[src/rtl/scl_pkg.sv]
package scl_pkg;
  typedef enum logic [1:0] {
    SEL_LATCH   = 2'd0,
    SEL_RELOAD  = 2'd1,
    SEL_IRQ_OFF = 2'd2,
    SEL_IRQ_ON  = 2'd3
  } reg_sel_e;
endpackage

[src/rtl/scl_a12_sync.sv]
module scl_a12_sync #(
  parameter int STAGES = 2
) (
  input  logic clk,
  input  logic rst,
  input  logic d,
  output logic q
);
  logic [STAGES-1:0] chain;

  for (genvar i = 0; i < STAGES; i++) begin : g_stage
    if (i == 0) begin : g_first
      always_ff @(posedge clk) begin
        if (rst) chain[i] <= 1'b0;
        else     chain[i] <= d;
      end
    end else begin : g_next
      always_ff @(posedge clk) begin
        if (rst) chain[i] <= 1'b0;
        else     chain[i] <= chain[i-1];
      end
    end
  end

  assign q = chain[STAGES-1];
endmodule

[src/rtl/scl_low_filter.sv]
module scl_low_filter #(
  parameter int LOW_CYCLES = 5,
  parameter int LW         = $clog2(LOW_CYCLES + 1)
) (
  input  logic          clk,
  input  logic          rst,
  input  logic          a12_s,
  output logic          fire,
  output logic [LW-1:0] low_cnt
);
  localparam logic [LW-1:0] LIMIT = LW'(LOW_CYCLES);

  // Tally of low cycles; saturates so the width stays small.
  always_ff @(posedge clk) begin
    if (rst)                  low_cnt <= '0;
    else if (a12_s)           low_cnt <= '0;
    else if (low_cnt < LIMIT) low_cnt <= low_cnt + 1'b1;
  end

  // A nonzero tally implies the previous sample was low, so a high
  // sample with a full tally is a qualified rising edge.
  assign fire = a12_s && (low_cnt >= LIMIT);
endmodule

[src/rtl/scl_line_counter.sv]
module scl_line_counter
  import scl_pkg::*;
#(
  parameter int CNT_W = 8
) (
  input  logic             clk,
  input  logic             rst,
  input  logic             fire,
  input  logic             reg_we,
  input  logic [1:0]       reg_sel,
  input  logic [CNT_W-1:0] reg_wdata,
  output logic [CNT_W-1:0] cnt_q,
  output logic             pend_q,
  output logic             irq_q
);
  logic [CNT_W-1:0] latch_q;
  logic [CNT_W-1:0] cnt_d;
  logic             en_q;
  logic             wr_latch, wr_reload, wr_off, wr_on;

  assign wr_latch  = reg_we && (reg_sel == SEL_LATCH);
  assign wr_reload = reg_we && (reg_sel == SEL_RELOAD);
  assign wr_off    = reg_we && (reg_sel == SEL_IRQ_OFF);
  assign wr_on     = reg_we && (reg_sel == SEL_IRQ_ON);

  always_comb begin
    if ((cnt_q == '0) || pend_q) cnt_d = latch_q;
    else                         cnt_d = cnt_q - 1'b1;
  end

  always_ff @(posedge clk) begin
    if (rst) begin
      latch_q <= '0;
      cnt_q   <= '0;
      pend_q  <= 1'b0;
      en_q    <= 1'b0;
      irq_q   <= 1'b0;
    end else begin
      if (wr_latch) latch_q <= reg_wdata;
      if (fire) begin
        cnt_q  <= cnt_d;
        pend_q <= 1'b0;
      end
      if (wr_reload) pend_q <= 1'b1;
      if (wr_off)     en_q <= 1'b0;
      else if (wr_on) en_q <= 1'b1;
      if (wr_off)
        irq_q <= 1'b0;
      else if (fire && (cnt_d == '0) && en_q)
        irq_q <= 1'b1;
    end
  end
endmodule

[src/rtl/scanline_irq_counter.sv]
module scanline_irq_counter #(
  parameter int LOW_CYCLES  = 5,
  parameter int CNT_W       = 8,
  parameter int SYNC_STAGES = 2
) (
  input  logic             clk,
  input  logic             rst,
  input  logic             a12_in,
  input  logic             reg_we,
  input  logic [1:0]       reg_sel,
  input  logic [CNT_W-1:0] reg_wdata,
  output logic             irq_o
);
  localparam int LW = $clog2(LOW_CYCLES + 1);

  logic             a12_s;
  logic             fire;
  logic [LW-1:0]    low_cnt;
  logic [CNT_W-1:0] cnt_q;
  logic             pend_q;

  scl_a12_sync #(.STAGES(SYNC_STAGES)) sync_i (
    .clk(clk), .rst(rst), .d(a12_in), .q(a12_s)
  );

  scl_low_filter #(.LOW_CYCLES(LOW_CYCLES), .LW(LW)) filt_i (
    .clk(clk), .rst(rst), .a12_s(a12_s), .fire(fire), .low_cnt(low_cnt)
  );

  scl_line_counter #(.CNT_W(CNT_W)) cnt_i (
    .clk(clk), .rst(rst), .fire(fire),
    .reg_we(reg_we), .reg_sel(reg_sel), .reg_wdata(reg_wdata),
    .cnt_q(cnt_q), .pend_q(pend_q), .irq_q(irq_o)
  );
endmodule

[config.mk]
export PLATFORM = sky130hd
export DESIGN_NAME = scanline_irq_counter
export DESIGN_NICKNAME = d
export VERILOG_FILES = /design/src/rtl/scl_pkg.sv /design/src/rtl/scl_a12_sync.sv /design/src/rtl/scl_low_filter.sv /design/src/rtl/scl_line_counter.sv /design/src/rtl/scanline_irq_counter.sv
export SDC_FILE = /design/constraint.sdc
export NUM_CORES = 1
export LEC_CHECK = 0
export BUFFER_PORTS_ARGS = -buffer_cell sky130_fd_sc_hd__buf_2
export CAP_MARGIN = 15
export CORE_MARGIN = 2
export CORE_UTILIZATION = 57
export CTS_CLUSTER_SIZE = 8
export DETAILED_ROUTE_END_ITERATION = 12
export GPL_TIMING_DRIVEN = 0
export PLACE_DENSITY_LB_ADDON = 0.08
export SLEW_MARGIN = 20
export SYNTH_ARGS = -nofsm -noshare
export SYNTH_HDL_FRONTEND = slang
export SYNTH_SLANG_ARGS = --single-unit
[constraint.sdc]
create_clock -name clk -period 3.9 [get_ports clk]
set_input_delay 0.195 -clock clk [delete_from_list [all_inputs] [get_ports clk]]
set_output_delay 0.195 -clock clk [all_outputs]
set_load 0.01 [all_outputs]
==> results.cfg, run 1 <==
[run_status]
run_status = completed

[clock_tree]
clockRootBuffer = clkbuf_4
cts_buffer_depth = 2
cts_made_buffers = 3
post_cts_resized = 0
cts.clk_slew.worst_paths_ns = 0.13
clkLatencyLatePin_ns = 0.32
cts_setup_buffers = 0
cts_max_level = 1
tritoncts = yes
holdBufCountCts = 0
cts.sinks = 24

[timing]
fmaxAchievable_ghz = 0.528
rsz0062_at_grt = no
setup_tns_ns = 0
skew_ns = 0.000858
worst_pin_slew_ns = 0.791
slew_viol_final = 0
setup_viol = 0
maxSlewHeadroom = 0.464
period_needed_ns = 1.89
fin_crit_sh = 0.486
hold_viol = 0

[min_path]
hold_class = input pin to register

[power_and_ir_drop]
p_leak_uw = 0.000544
power_frac_clock = 0.304
vdd_drop_max_uv = 231
combPwrFrac = 0.093
power.internal_uw = 329
power_uw = 432
netSwitchingFraction = 0.240
p_per_area_nw_per_um2 = 314
switchingPower_uw = 104
seq_power_share = 0.603

[global_routing]
antenna_found_initial = 0
overflow = 0
grtUsageTotal = 0.222
grt_pass1_wl_microns = 4390
grt_pass1_vias = 998
grt_max_degree = 14

[logic_synthesis]
synth_seq_cells = 24
synthesis.nets = 161
synth-edff-count = 0
ys_top_cells_by_area = dfxtp_1 39%, nor2_1 6.4%, mux2i_1 4.8%
synth_area_sq_um = 1240
synth-seq-area-share = 0.388
avgSynthCellArea_sq_um = 8.66
synth_top_area_frac = 0.388
yosys_warnings = 0
postSynthCellCount = 143
synthFlopType = dfxtp_1
yosysTopAreaCell = dfxtp_1
async_reset_ff_frac = 0
yosysUniqueCellTypes = 42

[floorplan]
core_sq_um = 2000
die_x_microns = 50.6
die-area_sq_um = 2560
dieHeight_microns = 50.6
initial_core_util = 0.619
ioPinCount = 15
num_rows = 16

[cells_and_area]
antenna_cells = 0
syn_to_final_growth_pct = 11.3
stdcell_count = 188
layout.nets = 180
drive_gt1_frac = 0.155

[place]
placed_cells = 184
port_buffers = 14
globalplace.congestion = 0.869
dp_hpwl_microns = 1960

[worst_setup_path]
setup.worst_path.class = register to register
required_ns = 4.15
endpoint_kind = register
max_stage_delay_ns = 0.39
cp.arrival_ns = 2.14
slowest_stage = dfxtp_1
cp_max_fo = 7
path_cells = inv_1, ha_1, nor4b_4, a21oi_2, nor4_2, o2111ai_1, o31ai_2
start_kind = register

[routing]
finalWirelength_microns = 2520
vias_per_cell = 5.88
vias = 1105
routedWlPerCell_microns = 13.4
drt_pass1_iterations = 6
drc = 0
drtAntennaViolNets = 0
drt_iter0_markers = 14

[flow_run]
cap_viol_max_count = 0
-- layout make-up --
type                       count  area [sq um]
buffer                         6          30.0
clock buffer                   4          36.3
fill                         171           623
inverter                       9          33.8
multi-input combinational    104           694
sequential                    24           480
tap                           27          33.8
timing repair buffer          14          70.1
-- synth_stat cells (all sizes together) (2+ instances only) --
| cell type | instances |
|---|---|
| a21o | 2 |
| a21oi | 12 |
| a22oi | 3 |
| a31oi | 3 |
| a32oi | 2 |
| buf | 2 |
| clkbuf | 4 |
| dfxtp | 24 |
| ha | 4 |
| inv | 9 |
| mux2 | 2 |
| mux2i | 6 |
| nand2 | 9 |
| nand4b | 2 |
| nor2 | 21 |
| nor2b | 3 |
| nor3 | 4 |
| nor4 | 3 |
| o21ai | 7 |
| o311a | 2 |
| o31ai | 2 |
| or4 | 2 |
-- worst max-delay path: cells and delay by family (launching register included) --
family	cells	cell delay, ns
simple gates	2	0.63
compound gates	3	0.54
flops	1	0.39
fa+ha+maj	1	0.15
buf+inv	1	0.10
-- state kept, by name, summed over array words and instances (netlist names) --
name	count
cnt_i.cnt_q	8
cnt_i.en_q	1
cnt_i.irq_q	1
cnt_i.latch_q	8
cnt_i.pend_q	1
filt_i.low_cnt	3
sync_i.chain	1
sync_i.q	1
-- worst paths after layout --
path | start | cells after the start | to | slack (ns)
min reg2reg | sync_i.chain[0] | 1 | sync_i.q | 0.46
max | cnt_i.cnt_q[0] | 7 | cnt_i.irq_q | 2.01
min | a12_in | 2 | sync_i.chain[0] | 0.08
max reg2reg | cnt_i.cnt_q[0] | 7 | cnt_i.irq_q | 2.01
-- power by group through the flow --
stage          Combinational (uW)  Sequential, uW  Clock (uW)
3_5_place_dp                 40.5             266           0
2_1_floorplan                27.2             264           0
5_1_grt                      46.8             262         143
4_1_cts                      40.7             260         132
6_report                     40.3             261         131
3_3_place_gp                 37.9             265           0
-- placed cells by master, fill, tap and decap left out, drive strengths merged, types with 2 or more instances in the layout --
master  instances
a21o            2
a21oi          12
a22oi           3
a31oi           3
a32oi           2
buf            16
clkbuf          8
dfxtp          24
ha              4
inv             9
mux2            2
mux2i           6
nand2           9
nand4b          2
nor2           21
nor2b           3
nor3            4
nor4            3
o21ai           7
o311a           2
o31ai           2
or4             2
-- through the flow --
| step | util | instance area (sq um) | setup WS [ns] | hold slack [ns] |
|---|---|---|---|---|
| floorplan | - | 1240 | 2.20 | 0.323 |
| global placement | 0.671 | 1340 | 2.06 | 0.404 |
| detailed placement | 0.671 | 1340 | 2.02 | 0.415 |
| CTS | 0.689 | 1380 | 2.00 | 0.0827 |
| global route | 0.689 | 1380 | 1.86 | 0.0854 |
| finish | 0.689 | 1380 | 2.01 | 0.0751 |
-- per-layer routing --
metal / global-route usage / part of all wire / vias to the layer above
li1: - / - / 556
met2: 0.371 / 0.48 / 25
met3: 0.0327 / 0.042 / 5
met4: 0.0766 / 0.015 / 0
met5: 0 / 0 / -
met1: 0.292 / 0.46 / 519
-- logic make-up after synthesis --
family / synth area share
multiplexers: 0.0667
adder cells (fa/ha/maj): 0.0404
AO/OA/AOI/OAI: 0.230
flip-flops: 0.388
AND/OR/NAND/NOR: 0.216
XOR/XNOR: 0.00707
buffers and inverters: 0.0515
No activity file was read; power rests on OpenSTA's default activity.
==> run 2: changes to the inputs <==
Settings changed: ABC_AREA set to 1, CORE_UTILIZATION 57 to 51.
Clock period 3.9 ns to 1.65 ns, I/O delays scaled along.
==> run 2 against run 1 <==
Critical endpoint unchanged. First-iteration DRC count grew 79%. Clock skew grew 0.00098 ns. Flip-flop and latch count unchanged. Routed wire length is 2.4% higher.
==> results.cfg, run 2 <==
[timing]
setup_tns_ns = 0
setup_viol = 0
hold_viol = 0
period_needed_ns = 1.54
skew_ns = 0.00184
maxSlewHeadroom = 0.739
rsz0062_at_grt = no
fmaxAchievable_ghz = 0.651
hold_ws_ns = 0.0250
worst_pin_slew_ns = 0.391
fin_crit_sh = 0.931
slew_viol_final = 0

[global_routing]
overflow = 0
grt_pass1_wl_microns = 4510
grtUsageTotal = 0.209
antenna_found_initial = 0
grt_pass1_vias = 1102
grt_max_degree = 14

[routing]
routedWlPerCell_microns = 10.6
finalWirelength_microns = 2580
drt_pass1_iterations = 4
vias = 1170
vias_per_cell = 4.80
drt_iter0_markers = 25
drtAntennaViolNets = 0
drc = 0

[logic_synthesis]
async_reset_ff_frac = 0
synth_area_sq_um = 1340
synth_seq_cells = 24
yosysUniqueCellTypes = 23
synth-edff-count = 0
avgSynthCellArea_sq_um = 7.00
yosys_warnings = 0
ys_top_cells_by_count = 39 x nand2_1, 29 x inv_1, 24 x dfxtp_1
ys_top_cells_by_area = dfxtp_1 36%, nand2_1 11%, inv_1 8.1%
synthFlopType = dfxtp_1
synth_top_area_frac = 0.360
yosysTopAreaCell = dfxtp_1
synth-seq-area-share = 0.360
postSynthCellCount = 191
yosysMostFrequentCell = nand2_1
synthesis.nets = 209

[worst_setup_path]
required_ns = 1.91
path_cells = inv_2, ha_4, nand2_2, nor2_4, nand2_4, nand2_8, nand2_2, nand2_1, nand2_1, nor2_2, nand3_2, a21oi_2
cp.arrival_ns = 1.80
slowest_stage = dfxtp_2
start_kind = register
max_stage_delay_ns = 0.36
crit_family = simple AND/OR/NAND/NOR gates
cp_max_fo = 8
endpoint_kind = register
setup.worst_path.class = register to register
path_buf_inv = 1

[clock_tree]
cts_max_level = 1
clkLatencyLatePin_ns = 0.31
tritoncts = yes
cts_made_buffers = 3
cts_buffer_depth = 2
cts.sinks = 24
clockRootBuffer = clkbuf_4
cts.clk_slew.worst_paths_ns = 0.12

[floorplan]
die-area_sq_um = 3050
die_x_microns = 55.2
num_rows = 18
ioPinCount = 15
core_sq_um = 2480
dieHeight_microns = 55.2
initial_core_util = 0.539

[cells_and_area]
antenna_cells = 0
final_common_cell = nand2_1
reg_top3 = cnt_i.cnt_q (8), cnt_i.latch_q (8), filt_i.low_cnt (3)
layout.nets = 233
syn_to_final_growth_pct = 17.4
drive_gt1_frac = 0.257
final_cell_mix = 36 x nand2_1, 27 x inv_1, 22 x dfxtp_1

[power_and_ir_drop]
power_frac_clock = 0.282
vdd_drop_max_uv = 604
power.internal_uw = 802
p_per_area_nw_per_um2 = 688
seq_power_share = 0.572
switchingPower_uw = 277
netSwitchingFraction = 0.257
combPwrFrac = 0.146
p_leak_uw = 0.000787

[flow_run]
cap_viol_max_count = 0

[place]
dp_hpwl_microns = 2000
globalplace.congestion = 0.820
port_buffers = 13

[run_status]
run_status = completed

[min_path]
hold_class = input pin to register
==> run 2: cell count changes after synthesis, sizes merged, moves of 3 or more <==
cell	change
a22oi	-3
o21ai	+7
nor4	-3
nor3	-4
nand3	+16
inv	+23
nor2b	-3
nor2	+4
o211ai	+4
mux2i	-6
nand2	+42
==> run 2: path summary, 6_finish.rpt <==
kind / start / end / slack (ns) / depth (start not counted)
worst max register to register: cnt_i.cnt_q[1] / cnt_i.irq_q / 0.11 / 12
worst min-delay path: reg_sel[1] / cnt_i.en_q / 0.02 / 3
worst min register to register: sync_i.chain[0] / sync_i.q / 0.41 / 2
worst max-delay path: cnt_i.cnt_q[1] / cnt_i.irq_q / 0.11 / 12
==> run 2: timing repair <==
| item | CTS | global route |
|---|---|---|
| pin swaps | 0 | 7 |
| setup buffers | 0 | 1 |
| hold buffers | 5 | 0 |
| endpoints found under the hold margin | 5 | 0 |
| setup endpoints to repair | 1 | 1 |
| gates resized for setup | 2 | 10 |
==> run 2: layer usage <==
| metal | track usage | wire length [microns] | up-vias |
|---|---|---|---|
| met2 | 0.351 | 1200 | 14 |
| met3 | 0.0323 | 52 | 5 |
| met1 | 0.265 | 1280 | 502 |
| met4 | 0.0854 | 47 | 0 |
| met5 | 0 | 0 | - |
| li1 | - | - | 649 |
==> run 2: power by group through the flow <==
stage          logic, uW  clock network [uW]  registers (uW)
5_1_grt              183                 337             621
6_report             157                 305             617
2_1_floorplan        107                   0             627
4_1_cts              152                 316             617
3_3_place_gp         136                   0             629
3_5_place_dp         143                   0             630
==> run 2: cell type report <==
cell class	instances	area (sq um)
buffer	3	11.3
clock buffer	4	36.3
fill	249	908
inverter	33	126
multi-input combinational	131	752
sequential	24	483
tap	30	37.5
timing repair buffer	19	123
==> run 2: kinds of logic after synthesis <==
family                   Yosys count  share of synthesized area
AO/OA/AOI/OAI                     33                      0.144
XOR/XNOR                           1                    0.00656
adder cells (fa/ha/maj)            4                     0.0375
buffers and inverters             36                      0.101
flip-flops                        24                      0.360
AND/OR/NAND/NOR                   93                      0.351
==> run 2: through the flow <==
stage,power (uW),instances,instance area [sq um],util,worst slack (ns)
after floorplan,733,191,1340,-,0.206
after global placement,765,234,1440,0.581,0.0154
after detailed placement,773,234,1440,0.581,-0.0210
after CTS,1090,243,1530,0.617,0.0117
after global routing,1140,244,1570,0.633,0.00561
final,1080,244,1570,0.633,0.114
==> run 2: tightest hold or removal path, delay by kind of cell <==
family / cells / cell delay [ns]
AOI/OAI and AO/OA: 1 / 0.06
buffers and inverters: 1 / 0.10
and+or+nand+nor: 1 / 0.06
==> run 3: changes to the inputs <==
Settings changed: ABC_AREA 1 to 0, CORE_UTILIZATION 51 to 50.
==> run 3 against run 2 <==
The run now ends with negative setup slack left. Register-to-register slack lost 0.25 ns. Global-route usage grew 1.8 points. Die area shrank 5.0%. Critical path depth shrank 5. Combinational power shrank 24%. Non-clock buffer count grew 15. Utilization grew 4.5 points. Cell area grew 4.2%. Clock skew grew 0.0049 ns. Routed wire length grew 15%. Cell count shrank 15%. Sequential power is essentially flat. Critical path type unchanged. Largest cell class unchanged. Largest power group unchanged.
==> results.cfg, run 3 (synthesized netlist as in run 1, its figures left out) <==
[run_status]
run_status = finished with violations
violations = negative setup slack

[clock_tree]
tritoncts = yes
cts_made_buffers = 3
clockRootBuffer = clkbuf_4
cts.sinks = 24
cts_buffer_depth = 2
cts_max_level = 1
cts.clk_slew.worst_paths_ns = 0.13
clkLatencyLatePin_ns = 0.32

[floorplan]
initial_core_util = 0.514
dieHeight_microns = 53.8
core_sq_um = 2410
ioPinCount = 15
die-area_sq_um = 2890
die_x_microns = 53.8
num_rows = 18

[cells_and_area]
multi_input_area_sq_um = 768
ff_latch_area_sq_um = 493
layout.nets = 197
final_common_cell = nor2_1
antenna_cells = 0
drive_gt1_frac = 0.292
reg_top3 = cnt_i.cnt_q (8), cnt_i.latch_q (8), filt_i.low_cnt (3)
stdcell_count = 208
stdcell_area_sq_um = 1640
fillers = 199
final_cell_mix = 21 x nor2_1, 20 x dfxtp_1, 14 x buf_2
syn_to_final_growth_pct = 32.0

[routing]
drc = 0
vias_per_cell = 5.76
vias = 1199
drtAntennaViolNets = 0
routedWlPerCell_microns = 14.2
finalWirelength_microns = 2960
drt_iter0_markers = 10
drt_pass1_iterations = 4

[worst_setup_path]
path_cells = inv_2, ha_1, or3b_1, nor4_2, a221oi_2, buf_4, o31ai_2
start_kind = register
cp_max_fo = 5
cp.arrival_ns = 2.04
slowest_stage = or3b_1
endpoint_kind = register
setup.worst_path.class = register to register
max_stage_delay_ns = 0.42
rr_worst_depth = 7
required_ns = 1.90

[power_and_ir_drop]
combPwrFrac = 0.114
p_leak_uw = 0.000636
power.internal_uw = 792
netSwitchingFraction = 0.246
vdd_drop_max_uv = 566
power_frac_clock = 0.297
p_per_area_nw_per_um2 = 642
switchingPower_uw = 258
seq_power_share = 0.589

[timing]
hold_viol = 0
slew_viol_final = 0
rsz0062_at_grt = yes
worst_pin_slew_ns = 0.548
fmaxAchievable_ghz = 0.559
setup_ws_ns = -0.138
setup_viol = 5
fin_crit_sh = 1.08
skew_ns = 0.00673
maxSlewHeadroom = 0.635
setup_tns_ns = -0.398
period_needed_ns = 1.79

[place]
placed_area_sq_um = 1350
placed_cells = 187
dp_hpwl_microns = 1960
port_buffers = 14
globalplace.congestion = 0.844

[global_routing]
met2_usage = 0.368
grt_pass1_vias = 1032
overflow = 0
grt.busiest_layer = met2
grt_pass1_wl_microns = 4660
grt_max_degree = 14
use_met3 = 0.0361
antenna_found_initial = 0
grtUsageTotal = 0.226
grtUsageMet1 = 0.293

[flow_run]
cap_viol_max_count = 0

[min_path]
hold_depth = 3
hold_class = input pin to register
run 3: stage by stage:
stage          setup slack [ns]  total power [uW]  utilization  hold WS, ns
3_3_place_gp             -0.244               718        0.561        0.297
6_report                 -0.138              1050        0.679      0.00552
3_5_place_dp             -0.257               724        0.561        0.308
2_1_floorplan            0.0110               688            -        0.211
4_1_cts                 -0.0750              1040        0.645       0.0158
5_1_grt                  -0.249              1100        0.679       0.0315
run 3: layout make-up:
cell class | count | area share
multi-input combinational | 104 | 0.470
sequential | 24 | 0.301
timing repair buffer | 31 | 0.142
tap | 30 | 0.0230
clock buffer | 4 | 0.0222
buffer | 6 | 0.0207
inverter | 9 | 0.0207
run 3: repair_timing:
item	CTS	global route
endpoints found under the setup margin	10	10
buffers inserted	8	3
pin swaps	3	6
gates resized for setup	11	15
hold buffers	8	0
endpoints found under the hold margin	8	0
run 3: critical path, delay by kind of cell, from the launching register on:
family | cells | cell delay [ns]
DFF | 1 | 0.37
and+or+nand+nor | 2 | 0.64
AOI/OAI and AO/OA | 2 | 0.29
adders and majority gates | 1 | 0.22
buffers and inverters | 2 | 0.20
run 3: final timing paths:
path | startpoint | to | slack (ns)
worst max-delay path | cnt_i.cnt_q[0] | cnt_i.irq_q | -0.14
worst min-delay path | reg_wdata[0] | cnt_i.latch_q[0] | 0.006
worst max register to register | cnt_i.cnt_q[0] | cnt_i.irq_q | -0.14
worst min register to register | sync_i.chain[0] | sync_i.q | 0.45
run 3: routing by layer:
layer  wire (microns)  share of wire
met1             1380           0.47
met2             1420           0.48
met3               88          0.030
met4               64          0.022
met5                0              0
run 3: power groups by stage:
stage	registers, uW	logic [uW]	clock network (uW)
6_report	618	119	312
3_3_place_gp	628	90.3	0
2_1_floorplan	624	64.9	0
3_5_place_dp	629	95.2	0
5_1_grt	622	133	341
4_1_cts	614	113	318
